File: config.mk
export PLATFORM = sky130hd
export DESIGN_NAME = csr_rmw_unit
export DESIGN_NICKNAME = d
export VERILOG_FILES = /design/src/rtl/csr_rmw_pkg.sv /design/src/rtl/csr_kind_decode.sv /design/src/rtl/csr_reg_bank.sv /design/src/rtl/csr_rmw_unit.sv
export SDC_FILE = /design/constraint.sdc
export NUM_CORES = 1
export LEC_CHECK = 0
export ABC_AREA = 1
export ABC_CLOCK_PERIOD_IN_PS = 2270
export BUFFER_PORTS_ARGS = -buffer_cell sky130_fd_sc_hd__clkbuf_2
export CAP_MARGIN = 20
export CORE_UTILIZATION = 38
export CTS_BUF_LIST = sky130_fd_sc_hd__clkbuf_8
export DETAILED_ROUTE_END_ITERATION = 10
export GPL_TIMING_DRIVEN = 0
export PLACE_DENSITY = 0.63
export SLEW_MARGIN = 25
export SYNTH_ARGS = -nofsm -noshare
export SYNTH_HDL_FRONTEND = slang
export SYNTH_SLANG_ARGS = --single-unit
File: constraint.sdc
create_clock -name clk -period 2.27 [get_ports clk]
set_input_delay 0.454 -clock clk [delete_from_list [all_inputs] [get_ports clk]]
set_output_delay 0.454 -clock clk [all_outputs]
set_load 0.02 [all_outputs]
File: src/rtl/csr_rmw_pkg.sv
package csr_rmw_pkg;

    localparam int XLEN_P   = 64;
    localparam int ADDR_W_P = 12;
    localparam int IMM_W_P  = 5;

    // Access kinds after decode of the function code
    typedef enum logic [1:0] {
        KIND_NONE = 2'd0,
        KIND_SWAP = 2'd1,
        KIND_SET  = 2'd2,
        KIND_CLR  = 2'd3
    } csr_kind_e;

    // Instruction field positions (fixed by the instruction encoding)
    localparam int ADDR_LSB  = 20;
    localparam int IMM_LSB   = 15;
    localparam int FUNC_LSB  = 12;

endpackage

File: src/rtl/csr_kind_decode.sv
module csr_kind_decode
    import csr_rmw_pkg::*;
(
    input  logic [2:0] func_code,
    output csr_kind_e  kind,
    output logic       use_imm
);

    // bit 2 picks the immediate operand, bits 1:0 pick the kind
    always_comb begin
        use_imm = func_code[2];
        unique case (func_code[1:0])
            2'b01:   kind = KIND_SWAP;
            2'b10:   kind = KIND_SET;
            2'b11:   kind = KIND_CLR;
            default: kind = KIND_NONE;
        endcase
    end

endmodule

File: src/rtl/csr_reg_bank.sv
module csr_reg_bank #(
    parameter int                               XLEN      = 64,
    parameter int                               ADDR_W    = 12,
    parameter int                               NUM_REGS  = 4,
    parameter logic [NUM_REGS-1:0][ADDR_W-1:0]  REG_ADDRS = '0,
    parameter logic [XLEN-1:0]                  RESET_VAL = '0
) (
    input  logic              clk,
    input  logic              rst_n,
    input  logic [ADDR_W-1:0] addr,
    input  logic              wr_en,
    input  logic [XLEN-1:0]   wr_data,
    output logic              hit,
    output logic [XLEN-1:0]   rd_data
);

    logic [NUM_REGS-1:0]           match;
    logic [NUM_REGS-1:0][XLEN-1:0] regs;
    logic [NUM_REGS-1:0][XLEN-1:0] masked;

    genvar gi;
    generate
        for (gi = 0; gi < NUM_REGS; gi++) begin : g_reg
            assign match[gi]  = (addr == REG_ADDRS[gi]);
            assign masked[gi] = match[gi] ? regs[gi] : '0;

            always_ff @(posedge clk) begin
                if (!rst_n) begin
                    regs[gi] <= RESET_VAL;
                end else if (wr_en && match[gi]) begin
                    regs[gi] <= wr_data;
                end
            end
        end
    endgenerate

    always_comb begin
        rd_data = '0;
        for (int i = 0; i < NUM_REGS; i++) begin
            rd_data = rd_data | masked[i];
        end
    end

    assign hit = |match;

    // a write always lands: the same address reads back the written data
    assert_write_lands_R11: assert property (@(posedge clk) disable iff (!rst_n)
        (wr_en && hit) |=> (($past(addr) != addr) || (rd_data == $past(wr_data))));

endmodule

File: src/rtl/csr_rmw_unit.sv
module csr_rmw_unit
    import csr_rmw_pkg::*;
#(
    parameter int                               XLEN      = 64,
    parameter int                               ADDR_W    = 12,
    parameter int                               IMM_W     = 5,
    parameter int                               NUM_REGS  = 4,
    parameter logic [NUM_REGS-1:0][ADDR_W-1:0]  REG_ADDRS = {12'hFFF, 12'h7C0, 12'h340, 12'h001}
) (
    input  logic            clk,
    input  logic            rst_n,
    input  logic            acc_valid,
    input  logic [31:0]     acc_insn,
    input  logic [XLEN-1:0] acc_rs1,
    output logic            rsp_valid,
    output logic [XLEN-1:0] rsp_old,
    output logic            wr_fire
);

    localparam int FUNC_W = 3;

    logic [ADDR_W-1:0] f_addr;
    logic [IMM_W-1:0]  f_imm;
    logic [FUNC_W-1:0] f_func;
    csr_kind_e         kind;
    logic              use_imm;
    logic [XLEN-1:0]   operand;
    logic [XLEN-1:0]   old_val;
    logic [XLEN-1:0]   new_val;
    logic              bank_hit;
    logic              legal;
    logic              do_write;

    assign f_addr = acc_insn[ADDR_LSB +: ADDR_W];
    assign f_imm  = acc_insn[IMM_LSB +: IMM_W];
    assign f_func = acc_insn[FUNC_LSB +: FUNC_W];

    csr_kind_decode u_dec (
        .func_code (f_func),
        .kind      (kind),
        .use_imm   (use_imm)
    );

    assign operand = use_imm ? {{(XLEN-IMM_W){1'b0}}, f_imm} : acc_rs1;
    assign legal   = (kind != KIND_NONE);

    always_comb begin
        unique case (kind)
            KIND_SWAP: new_val = operand;
            KIND_SET:  new_val = old_val | operand;
            KIND_CLR:  new_val = old_val & ~operand;
            default:   new_val = old_val;
        endcase
    end

    assign do_write = acc_valid && legal && bank_hit &&
                      ((kind == KIND_SWAP) || (operand != '0));

    csr_reg_bank #(
        .XLEN      (XLEN),
        .ADDR_W    (ADDR_W),
        .NUM_REGS  (NUM_REGS),
        .REG_ADDRS (REG_ADDRS),
        .RESET_VAL ('0)
    ) u_bank (
        .clk     (clk),
        .rst_n   (rst_n),
        .addr    (f_addr),
        .wr_en   (do_write),
        .wr_data (new_val),
        .hit     (bank_hit),
        .rd_data (old_val)
    );

    // response register: prior value and write strobe
    always_ff @(posedge clk) begin
        if (!rst_n) begin
            rsp_valid <= 1'b0;
            rsp_old   <= '0;
            wr_fire   <= 1'b0;
        end else begin
            rsp_valid <= acc_valid && legal;
            wr_fire   <= do_write;
            if (acc_valid && legal) begin
                rsp_old <= old_val;
            end
        end
    end

    assert_swap_writes_R4: assert property (@(posedge clk) disable iff (!rst_n)
        (acc_valid && kind == KIND_SWAP && bank_hit) |=> wr_fire);

    assert_zero_operand_no_write_R7: assert property (@(posedge clk) disable iff (!rst_n)
        (acc_valid && (kind == KIND_SET || kind == KIND_CLR) && operand == '0) |=> !wr_fire);

    assert_fire_needs_rsp_R8: assert property (@(posedge clk) disable iff (!rst_n)
        wr_fire |-> rsp_valid);

    assert_unmapped_quiet_R9: assert property (@(posedge clk) disable iff (!rst_n)
        (acc_valid && legal && !bank_hit) |=> (!wr_fire && rsp_old == '0));

    assert_no_rsp_illegal_R10: assert property (@(posedge clk) disable iff (!rst_n)
        (acc_valid && kind == KIND_NONE) |=> (!rsp_valid && !wr_fire));

    assert_idle_no_rsp_R3: assert property (@(posedge clk) disable iff (!rst_n)
        !acc_valid |=> !rsp_valid);

endmodule

==> After elaboration in Yosys (flattened, before gate mapping) <==
Cells that the tools add are included.
{ "op_classes": {"bitwise_logic": 6, "reduce_logical": 11, "muxes": 7, "multipliers": 0, "n_eq_ne": 10, "add_sub_neg": 0, "order_cmp": 0, "n_div": 0, "shift": 0} }
{ "ops": {"columns": ["cell", "count"], "rows": [
  ["two-way mux 64 bit", 5],
  ["bitwise OR 64 bit", 4],
  ["case mux 64 bit (3 select lines)", 1],
  ["bitwise AND 64 bit", 1],
  ["NOT 64 bit", 1],
  ["nonzero test 64 bit", 1],
  ["== test 12 x 1 -> 1 bit (second input constant)", 1],
  ["== test 12 x 10 -> 1 bit (second input constant)", 1],
  ["== test 12 x 11 -> 1 bit (second input constant)", 1],
  ["== test 12 bit (second input constant)", 1],
  ["== test 2 bit (second input constant)", 4],
  ["logical AND 1 bit", 7],
  ["case mux 2 bit (3 select lines)", 1],
  ["== test 2 x 1 -> 1 bit (second input constant)", 2],
  ["OR reduction 4 bit", 1],
  ["nonzero test 2 bit", 1],
  ["logical OR 1 bit", 1]
]} }
{ "word_totals": {"ff_bits": 322, "n_memories": 0, "input_bits": 99, "out_inout_bits": 66, "ram_bits": 0, "romBits": 0, "latch_bits": 0} }

==> Logic depth before layout (Yosys ltp) <==
Gate-level depths: netlist of run 1.
{ "logic_depth": {"depth_word": 7, "ltp_mapped": 14} }

==> Cells and area by module <==
From an unflattened synthesis of run 1, not the netlist that was laid out.
{ "unflattened": {"hier_cells": 2731, "area_unflattened_um2": 17081.4} }
{ "by_module_without_submodules": {"columns": ["module", "cells_per_inst", "area_each_um2", "seq_area_each_um2", "n_inst"], "rows": [
  ["csr_reg_bank", 2136, 13275.2, 5124.9, 1],
  ["csr_rmw_unit", 592, 3791.1, 1321.3, 1],
  ["csr_kind_decode", 3, 15.0, 0.0, 1]
]} }

==> Worst setup path before layout of run 1 <==
Ideal clock, no wire load.
{ "synth_timing": {"kind": "input to register", "from": "input acc_insn[25]", "to": "register u_bank.regs[220] in the netlist's numbering", "arrival_time_ns": 1.878, "required_time_ns": 2.206, "path_stages": 11, "path_slack_ns": 0.328, "path_cell_list": "nor2_1 > nand2_1 > nor2_1 > nand2_1 > clkbuf_1 > clkbuf_1 > o21ai_0 > o21ai_1 > nand2_1 > nor2_1 > nor2_1"} }
{ "synth_via": {"elab_chain_cells": 7, "elab_cells_between_ends": 18, "classes_between": "4 x eq/ne; 5 x mux; 5 x bitwise; 4 x reduce/logical"} }
{ "synth_rtl": {"columns": ["item", "line_no", "source"], "rows": [
  ["from (decl)", "csr_rmw_unit.sv:13", "input logic [31:0] acc_insn,"],
  ["== test 12 x 1 -> 1 bit / == test 12 x 10 -> 1 bit (equally long branches)", "csr_reg_bank.sv:24", "assign match[gi] = (addr == REG_ADDRS[gi]);"],
  ["two-way mux 64 bit", "csr_reg_bank.sv:25", "assign masked[gi] = match[gi] ? regs[gi] : '0;"],
  ["bitwise OR 64 bit (3 in series)", "csr_reg_bank.sv:40", "rd_data = rd_data | masked[i];"],
  ["bitwise AND 64 bit / bitwise OR 64 bit (equally long branches)", "csr_rmw_unit.sv:51, csr_rmw_unit.sv:50", null],
  ["case mux 64 bit (3 select lines)", "csr_rmw_unit.sv:48", "unique case (kind)"],
  ["to (signal, indexed assignment)", "csr_reg_bank.sv:31", "regs[gi] <= wr_data;"],
  ["to (decl)", "csr_reg_bank.sv:18", "logic [NUM_REGS-1:0][XLEN-1:0] regs;"]
]} }
Parallel ways exist; a longest one is shown, timed or not.
A chain may end at the register's enable or synchronous reset.

==> Worst setup path in the final report of run 1 <==
{ "layout_timing": {"from": "input acc_insn[13]", "to": "register rsp_old[58]"} }
{ "layout_via": {"elab_chain_cells": 4, "elab_cells_between_ends": 6, "classes_between": "3 x eq/ne; 1 x mux; 2 x reduce/logical"} }
{ "layout_rtl": {"columns": ["item", "line_no", "source"], "rows": [
  ["== test 2 bit / == test 2 x 1 -> 1 bit (equally long branches)", "csr_kind_decode.sv:12", "unique case (func_code[1:0])"],
  ["case mux 2 bit (3 select lines) *", "csr_kind_decode.sv:12", null],
  ["nonzero test 2 bit *", "csr_rmw_unit.sv:45", "assign legal = (kind != KIND_NONE);"],
  ["logical AND 1 bit *", "csr_rmw_unit.sv:84", "if (acc_valid && legal) begin"],
  ["to (signal assigned)", "csr_rmw_unit.sv:85", "rsp_old <= old_val;"],
  ["to (decl)", "csr_rmw_unit.sv:16", "output logic [XLEN-1:0] rsp_old,"]
]} }
Every way passes the cells marked *; elsewhere a longest branch is shown, timed or not.

==> results_dict.tcl, run 1 <==
set metrics [dict create \
    synthesis.nets 2893 \
    final.period_utilization_pct 98.5 \
    die_x_um 210 \
    outcome "completed" \
    skew_ns 0.0224 \
    cpMostUsedCell "inv_1" \
    finalHoldWorstSlack_ns 0.309 \
    hold_depth 5 \
    synthCells 2794 \
    root_buffer "clkbuf_8" \
    synth_top_area_share_pct 39.0 \
    vias 17900 \
    clockBufferDepth 3 \
    dieArea_um2 44300 \
    intPower_mw 8.82 \
    pwr-share-comb_pct 8.8 \
    power_frac_seq_pct 47.2 \
    critPathMaxStageDelay_ns 0.56 \
    r2r_slack_ns 0.94 \
    yosysTopAreaCell "dfxtp_1" \
    drtPass1Iterations 6 \
    cp_slowest_cell "clkbuf_1" \
    path_max_fanout 10 \
    grt_pass1_vias 16500 \
    switchingPower_mw 3.37 \
    core_um2 43000 \
    rr_startpoint "u_bank.regs[171]" \
    wl_um 60400 \
    dp.cells 3529 \
    setup_tns_ns 0 \
    top_layer_used "met4" \
    ys_ff_latch 322 \
    cts-buffers-inserted 56 \
    multi_input_area_um2 8150 \
    cp.arrival_ns 2.74 \
    wire_per_inst_um 16.6 \
    fill_cells 4609 \
    min_path_type "in -> reg" \
    drv_slew 0 \
    nNetsFinal 3108 \
    swShare_pct 27.6 \
    grt_max_degree 15 \
    post-route-min-period_ns 2.24 \
    end_kind "register" \
    yosysSeqAreaShare_pct 39.0 \
    drc_errors 0 \
    reg2reg_to "u_bank.regs[235]" \
    place_congestion 0.872 \
    synthTopCellsByArea "dfxtp_1 (39%), nand2_1 (20%), nor2_1 (15%)" \
    yosysUniqueCellTypes 26 \
    antenna_found_initial 1 \
    insertion_delay_ns 0.65 \
    peakVddDrop_mv 0.375 \
    start_util_pct 38.4 \
    max_cap_viol_count 0 \
    crit_path_cell_trace "buf_2 > nor2_1 > inv_1 > nand2_1 > inv_1 > clkbuf_2 > clkbuf_1 > a21oi_1" \
    required_ns 2.78 \
    max_freq_ghz 0.447 \
    area_delta_synth_final_pct 17.4 \
    tightest_slew_ns 1.18 \
    rows 76 \
    clock_sinks 322 \
    grt_pass1_wl_um 91900 \
    p_per_area_nw_per_um2 629 \
    grt.total_usage_pct 26.9 \
    fin_cells 3635 \
    critical_path_class "in -> reg" \
    route.met2.wl_um 28100 \
    dpl.hpwl_um 42600 \
    tritoncts "yes" \
    clkPwrFrac_pct 44.0 \
    critPathLaunchType "primary input" \
    numPortBuffers 150 \
    holdCritStartpoint "acc_rs1[60]" \
    grt_overflow 0 \
    setup-violations-final 0 \
    hold_viol_final 0 \
    avgSynthCellArea_um2 5.91 \
    relSlewSlack_pct 21.6 \
    cts.clk_slew.worst_paths_ns 0.06 \
    leakage_nw 10.5 \
    dr_wl_met3_um 4520 \
    yosysWarnings 0 \
    drt_iter0_drc 1609 \
    final_cell_mix "nand2_1 (881), nor2_1 (643), inv_1 (346)" \
    worstRegToRegCells 6 \
    htreeDepth 2 \
    netlist_area_um2 16500 \
    layout_commonest_cell "nand2_1" \
    regArea_um2 6450 \
    fp.dieH_um 210 \
    layout-drive-gt1-share_pct 11.3 \
    met1_length_um 25600 \
    viasPerCell 4.93 \
    postRouteAntennaNets 0 \
    p_total_mw 12.2 \
    io_pins 165 \
    whs_endpoint "u_bank.regs[188]" \
]
-- worst max-delay path, delay by kind of cell --
| family | cells | cell delay, ns |
|---|---|---|
| AO/OA/AOI/OAI | 1 | 0.15 |
| buffers and inverters | 5 | 1.74 |
| AND/OR/NAND/NOR | 2 | 0.38 |
-- power groups by stage --
stage                     clock, mW  sequential [mW]  combinational [mW]
after floorplan                   0             5.96               0.487
after global placement            0             5.88                1.03
after detailed placement          0             5.88                1.04
after CTS                      5.42             5.76                1.05
after global routing           5.66             5.76                1.15
final                          5.36             5.76                1.07
-- sequential cells by signal, summed over array words and instances, names as in the netlist --
name and count:
rsp_old 64, u_bank.regs 256, wr_fire 1, rsp_valid 1
-- synthesized netlist by cell type --
| library cell | count |
|---|---|
| nor3_1 | 2 |
| clkinv_1 | 2 |
| nor3_2 | 2 |
| or2_2 | 1 |
| o21ai_1 | 24 |
| nor2_2 | 6 |
| nand3b_1 | 2 |
| xor2_1 | 1 |
| nand4_1 | 3 |
| buf_1 | 30 |
| a21oi_1 | 94 |
| clkbuf_1 | 64 |
| inv_1 | 330 |
| inv_2 | 1 |
| o21ai_0 | 231 |
| buf_4 | 15 |
| dfxtp_1 | 322 |
| buf_2 | 45 |
| nand3_1 | 76 |
| nor2_1 | 647 |
| nand3_4 | 1 |
| buf_6 | 6 |
| and2_1 | 1 |
| nand2_1 | 882 |
| nand3_2 | 5 |
| and3_1 | 1 |
-- metal layers --
layer / GRT usage (%) / vias to the layer above
li1: - / 8870
met1: 34.4 / 8267
met2: 44.5 / 656
met3: 4.31 / 127
met4: 12.0 / 0
met5: 0 / -
-- cells by family (layout without fill, tap and decap cells) --
group           Yosys count  after routing  share of synthesized area (%)
simple gates           1629           1629                           38.2
buf+inv                 493            748                           12.2
compound gates          349            349                           10.6
flops                   322            322                           39.0
xor+xnor                  1              1                         0.0530
other cells               0              1                              0
-- how the worst max path moves through the flow --
stage / startpoint / end / slack, ns / cells past startpoint
2_1_floorplan: acc_insn[25] / u_bank.regs[220] / 0.33 / 11
3_3_place_gp: acc_insn[14] / u_bank.regs[32] / -0.97 / 14
3_5_place_dp: acc_insn[14] / u_bank.regs[32] / -0.98 / 14
4_1_cts: acc_insn[14] / u_bank.regs[152] / -0.02 / 14
5_1_grt: acc_insn[31] / u_bank.regs[176] / -0.02 / 14
6_report: acc_insn[13] / rsp_old[58] / 0.03 / 8
-- what timing repair did --
| action | CTS | global route |
|---|---|---|
| resized for setup | 29 | 56 |
| setup endpoints to repair | 314 | 276 |
| buffers inserted | 1 | 6 |
| pin swaps | 1 | 4 |
| hold buffers | 0 | 0 |
-- per-stage QoR --
stage	utilization, %	worst slack (ns)	area, um2
2_1_floorplan	-	0.328	16500
3_3_place_gp	41.9	-0.967	18000
3_5_place_dp	41.9	-0.981	18000
4_1_cts	44.7	-0.0193	19200
5_1_grt	45.1	-0.0241	19400
6_report	45.1	0.0338	19400
-- area by class of cell --
| cell class | count | share of cell area (%) |
|---|---|---|
| multi-input cells | 1979 | 42.0 |
| flip-flops and latches | 322 | 33.2 |
| inverters | 333 | 6.48 |
| clock buffers | 72 | 5.11 |
| plain buffers | 160 | 4.55 |
| repair buffers | 157 | 4.21 |
| well taps | 585 | 3.77 |
| clock inverters | 26 | 0.600 |
| diodes | 1 | 0.0129 |
Power figures use the tool's default switching activity.
==> run 2, diff against run 1 <==
--- a/config.mk
+++ b/config.mk
@@ -5,7 +5,7 @@
 export SDC_FILE = /design/constraint.sdc
 export NUM_CORES = 1
 export LEC_CHECK = 0
-export ABC_AREA = 1
+export ABC_AREA = 0
 export ABC_CLOCK_PERIOD_IN_PS = 2270
 export BUFFER_PORTS_ARGS = -buffer_cell sky130_fd_sc_hd__clkbuf_2
 export CAP_MARGIN = 20
@@ -13,7 +13,7 @@
 export CTS_BUF_LIST = sky130_fd_sc_hd__clkbuf_8
 export DETAILED_ROUTE_END_ITERATION = 10
 export GPL_TIMING_DRIVEN = 0
-export PLACE_DENSITY = 0.63
+export PLACE_DENSITY = 0.64
 export SLEW_MARGIN = 25
 export SYNTH_ARGS = -nofsm -noshare
 export SYNTH_HDL_FRONTEND = slang
==> run 2 against run 1 <==
Effect of this change: routed wire length is 1.0% higher; first-iteration DRC count is 5.4% higher; hold slack worse by 0.019 ns; maximum frequency hardly changed; register-to-register slack worse by 0.61 ns; non-clock buffer count is 31 higher; die area is 12% lower; via count is 12% lower; critical endpoint is now u_bank.regs[193]; largest power group unchanged.
==> results_dict.tcl, run 2 <==
set metrics [dict create \
    outcome "completed" \
    yosysUniqueCellTypes 56 \
    fp.dieH_um 198 \
    postRouteAntennaNets 0 \
    final_area_um2 17700 \
    multi_input_area_um2 7640 \
    drt_iter0_drc 1696 \
    synth_top_area_share_pct 44.3 \
    final.period_utilization_pct 98.6 \
    end_kind "register" \
    required_ns 2.82 \
    core_um2 37700 \
    clock_sinks 322 \
    wl_um 61000 \
    cpMostUsedCell "clkbuf_4" \
    dpl.hpwl_um 43600 \
    n_antenna_cell 0 \
    htreeDepth 2 \
    cts-buffers-inserted 54 \
    synthFlopType "dfxtp_1" \
    yosysTopAreaCell "dfxtp_1" \
    leakage_nw 5.82 \
    nNetsFinal 2080 \
    critical_path_class "in -> reg" \
    io_pins 165 \
    rows 71 \
    rsz0062_at_grt "true" \
    crit_path_cell_trace "clkbuf_2 > nand3_2 > nor4_1 > and3_1 > clkbuf_4 > buf_4 > o31a_1 > clkbuf_4 > a31oi_1 > o21a_1" \
    tritoncts "yes" \
    peakVddDrop_mv 0.372 \
    vias 15700 \
    place_congestion 0.961 \
    cp.arrival_ns 2.78 \
    clockBufferDepth 3 \
    start_util_pct 38.7 \
    drv_slew 0 \
    regArea_um2 6450 \
    p_total_mw 11.9 \
    holdBufCountCts 0 \
    final_cell_mix "dfxtp_1 (322), nand3_1 (221), o21ai_1 (212)" \
    dieArea_um2 39100 \
    path_max_fanout 10 \
    cp_slowest_cell "nor4_1" \
    antenna_found_initial 0 \
    drtPass1Iterations 6 \
    placed_area_um2 16300 \
    post-route-min-period_ns 2.24 \
    avgSynthCellArea_um2 8.28 \
    critPathMaxStageDelay_ns 0.32 \
    numPortBuffers 149 \
    synth_common_cells "dfxtp_1 (322), nand3_1 (249), o21ai_1 (212)" \
    wire_per_inst_um 24.2 \
    max_cap_viol_count 0 \
    relSlewSlack_pct 37.5 \
    skew_ns 0.0230 \
    ys_ff_latch 322 \
    grt_pass1_vias 15000 \
    setup-violations-final 0 \
    top_register "u_bank.regs" \
    yosysMostFrequentCell "dfxtp_1" \
    max_freq_ghz 0.447 \
    layout_commonest_cell "dfxtp_1" \
    area_delta_synth_final_pct 21.7 \
    critPathLaunchType "primary input" \
    tightest_slew_ns 0.924 \
    synthTopCellsByArea "dfxtp_1 (44%), nand3_1 (8.6%), o21ai_1 (7.3%)" \
    layout-drive-gt1-share_pct 21.9 \
    grt_pass1_wl_um 90500 \
    synthCells 1758 \
    viasPerCell 6.21 \
    top_regs "u_bank.regs x256, rsp_old x64" \
    root_buffer "clkbuf_8" \
    yosysWarnings 0 \
    die_x_um 198 \
    grt.total_usage_pct 30.6 \
    fill_cells 3780 \
    largest_register_ffs 256 \
    p_per_area_nw_per_um2 673 \
    async_flop_share_pct 0 \
    drc_errors 0 \
    cts.clk_slew.worst_paths_ns 0.06 \
    yosysSeqAreaShare_pct 44.3 \
    synth-edff-count 0 \
    synthesis.nets 1857 \
    min_path_type "in -> reg" \
    insertion_delay_ns 0.67 \
    grt_max_degree 15 \
    setup_tns_ns 0 \
    netlist_area_um2 14600 \
    grt_overflow 0 \
    hold_viol_final 0 \
]
[run 2: path summary, 6_finish.rpt]
kind	start	depth (start not counted)	slack, ns	to
worst max-delay path	acc_insn[29]	10	0.03	u_bank.regs[193]
worst min-delay path	acc_rs1[26]	4	0.29	u_bank.regs[26]
worst max register to register	u_bank.regs[86]	6	0.33	u_bank.regs[22]
worst min register to register	rsp_old[36]	2	0.46	rsp_old[36]
[run 2: timing repair]
action,in CTS,in global routing
buffers inserted,17,2
pin swaps,7,1
endpoints found under the setup margin,315,279
cloned,0,1
gates resized for setup,51,78
[run 2: layout make-up]
class | instances | share of cell area, %
well taps | 511 | 3.61
clock inverters | 23 | 0.593
clock buffers | 68 | 5.28
inverters | 37 | 0.783
repair buffers | 170 | 5.10
flip-flops and latches | 322 | 36.4
multi-input cells | 1218 | 43.1
plain buffers | 178 | 5.19
[run 2: per-stage QoR]
step | std cells | utilization (%) | hold WS (ns) | worst slack, ns
after floorplan | 1758 | - | 0.436 | -0.110
after global placement | 2418 | 43.2 | 0.439 | -1.85
after detailed placement | 2419 | 43.2 | 0.447 | -1.68
after CTS | 2526 | 46.7 | 0.270 | 0.00399
after global routing | 2527 | 47.1 | 0.343 | -0.0433
final | 2527 | 47.1 | 0.290 | 0.0324
[run 2: worst max-delay path, delay by kind of cell]
| family | cells | cell delay [ns] |
|---|---|---|
| buf+inv | 4 | 1.00 |
| simple gates | 3 | 0.84 |
| compound gates | 3 | 0.48 |
[run 2: routing by layer]
metal  GRT usage (%)  vias up  part of all wire (%)
li1                -     7008                     -
met1            38.5     7576                    39
met2            48.6      893                    45
met3            6.37      211                   9.8
met4            17.7        0                   5.6
met5               0        -                     0
[run 2: kinds of logic after synthesis]
family / count (synthesis) / synth area share [%]
flops: 322 / 44.3
xor+xnor: 27 / 1.62
compound gates: 624 / 28.3
buf+inv: 218 / 6.03
simple gates: 562 / 19.4
mux: 5 / 0.344
[run 2: power by group]
part	switching, mW	internal (mW)
logic	0.810	0.275
clock network	2.46	2.67
registers	0.0201	5.68
==> run 3, diff against run 2 <==
--- a/config.mk
+++ b/config.mk
@@ -6,14 +6,14 @@
 export NUM_CORES = 1
 export LEC_CHECK = 0
 export ABC_AREA = 0
-export ABC_CLOCK_PERIOD_IN_PS = 2270
+export ABC_CLOCK_PERIOD_IN_PS = 1900
 export BUFFER_PORTS_ARGS = -buffer_cell sky130_fd_sc_hd__clkbuf_2
 export CAP_MARGIN = 20
 export CORE_UTILIZATION = 38
 export CTS_BUF_LIST = sky130_fd_sc_hd__clkbuf_8
 export DETAILED_ROUTE_END_ITERATION = 10
 export GPL_TIMING_DRIVEN = 0
-export PLACE_DENSITY = 0.64
+export PLACE_DENSITY = 0.66
 export SLEW_MARGIN = 25
 export SYNTH_ARGS = -nofsm -noshare
 export SYNTH_HDL_FRONTEND = slang
==> constraint.sdc (replaced) <==
create_clock -name clk -period 1.9 [get_ports clk]
set_input_delay 0.38 -clock clk [delete_from_list [all_inputs] [get_ports clk]]
set_output_delay 0.38 -clock clk [all_outputs]
set_load 0.02 [all_outputs]
==> run 3 against run 2 <==
Effect of this change: the run now ends with setup timing left; clock power rose by 22%; sequential share of layout area fell by 4.3 points; sequential power rose by 19%; largest power group unchanged; highest routed layer unchanged.
==> results_dict.tcl, run 3 (synthesis results as in run 2) <==
set metrics [dict create \
    outcome "complete, but fails checks" \
    violations "setup timing" \
    rsz0062_at_grt "true" \
    fp.dieH_um 198 \
    dieArea_um2 39100 \
    tightest_slew_ns 1.08 \
    intPower_mw 10.4 \
    clockBufferDepth 3 \
    finalHoldWorstSlack_ns 0.170 \
    drtPass1Iterations 6 \
    vias 16300 \
    tritoncts "yes" \
    drv_slew 0 \
    largest_register_ffs 256 \
    top_regs "u_bank.regs x256, rsp_old x64" \
    layout_commonest_cell "dfxtp_1" \
    fill_cells 3469 \
    setup-violations-final 210 \
    core_um2 37700 \
    area_delta_synth_final_pct 37.9 \
    cpMostUsedCell "clkbuf_1" \
    grt.total_usage_pct 31.8 \
    start_util_pct 38.7 \
    grt_pass1_wl_um 93600 \
    die_x_um 198 \
    skew_ns 0.0254 \
    end_kind "register" \
    required_ns 2.50 \
    insertion_delay_ns 0.67 \
    wire_per_inst_um 25.1 \
    pwr-share-comb_pct 10.0 \
    viasPerCell 6.27 \
    path_max_fanout 10 \
    cts-buffers-inserted 54 \
    cts.clk_slew.worst_paths_ns 0.06 \
    dp_slack_ns -2.01 \
    n_antenna_cell 0 \
    relSlewSlack_pct 27.9 \
    grt_overflow 0 \
    htreeDepth 2 \
    nNetsFinal 2139 \
    switchingPower_mw 4.08 \
    critical_path_class "in -> reg" \
    critPathLaunchType "primary input" \
    crit_path_cell_trace "clkbuf_2 > clkbuf_1 > clkbuf_1 > buf_1 > nand3_1 > o21ai_1" \
    clkPwrFrac_pct 43.1 \
    post-route-min-period_ns 2.05 \
    critPathMaxStageDelay_ns 0.76 \
    placed_area_um2 16400 \
    drt_iter0_drc 1805 \
    wl_um 65100 \
    grt_max_degree 15 \
    power_frac_seq_pct 46.9 \
    place_congestion 0.949 \
    setup_slack_ns -0.154 \
    final.period_utilization_pct 108 \
    max_freq_ghz 0.487 \
    hold_viol_final 0 \
    antenna_found_initial 2 \
    clock_sinks 322 \
    swShare_pct 28.1 \
    grt_pass1_vias 15400 \
    max_cap_viol_count 0 \
    min_path_type "in -> reg" \
    root_buffer "clkbuf_8" \
    cp_slowest_cell "buf_1" \
    dpl.hpwl_um 43600 \
    rows 71 \
    final_cell_mix "dfxtp_1 (321), o21ai_1 (181), nand3_1 (171)" \
    p_per_area_nw_per_um2 723 \
    postRouteAntennaNets 0 \
    numPortBuffers 149 \
    final_area_um2 20100 \
    layout-drive-gt1-share_pct 33.0 \
    leakage_nw 6.63 \
    drc_errors 0 \
    cp.arrival_ns 2.66 \
    peakVddDrop_mv 0.591 \
    critPathBufInv 4 \
    top_register "u_bank.regs" \
    crit_family "buffers and inverters" \
    io_pins 165 \
]
## run 3: metal layers
metal	wire (um)	global-route usage, %
met1	24600	38.1
met3	6990	9.20
met5	0	0
met2	29300	49.7
met4	4160	20.5
## run 3: area by class of cell
cell class              count  area [um2]  share of cell area [%]
flip-flops and latches    322        6450                    32.1
clock buffers              69         950                    4.73
inverters                  37         139                   0.692
multi-input cells        1218        8620                    42.9
plain buffers             173        1250                    6.23
clock inverters            29         130                   0.648
repair buffers            234        1910                    9.49
well taps                 511         639                    3.18
## run 3: power groups by stage
stage	clock, mW	combinational, mW	sequential [mW]
after global routing	6.59	1.49	6.81
after floorplan	0	0.631	7.00
after global placement	0	1.22	6.96
final	6.26	1.45	6.81
after detailed placement	0	1.24	6.96
after CTS	6.26	1.31	6.81
## run 3: final timing paths
kind,slack [ns],cells after the start,startpoint,to
max,-0.15,6,rst_n,u_bank.regs[51]
min,0.17,4,acc_rs1[43],u_bank.regs[235]
max reg2reg,0,6,u_bank.regs[69],u_bank.regs[69]
min reg2reg,0.46,2,rsp_old[33],rsp_old[33]
## run 3: through the flow
step                      TNS (ns)  utilization [%]  cells  power [mW]
after floorplan             -94.96                -   1758        7.63
after global placement     -467.21             43.7   2418        8.18
after detailed placement   -463.95             43.7   2418        8.20
after CTS                    -2.76             50.4   2563        14.4
after global routing        -26.42             53.3   2593        14.9
final                       -13.09             53.3   2593        14.5
## run 3: worst min-delay path, cell delays in order
cell and delay (ns):
buf_6 0.08, a32o_1 0.14, o21ai_2 0.09, o21ai_1 0.11
## run 3: repair_timing
item,in CTS,in global routing
endpoints found under the setup margin,321,294
pin swaps,83,122
gates cloned,12,7
gates resized for setup,202,243
hold buffers,0,0
setup buffers,40,29
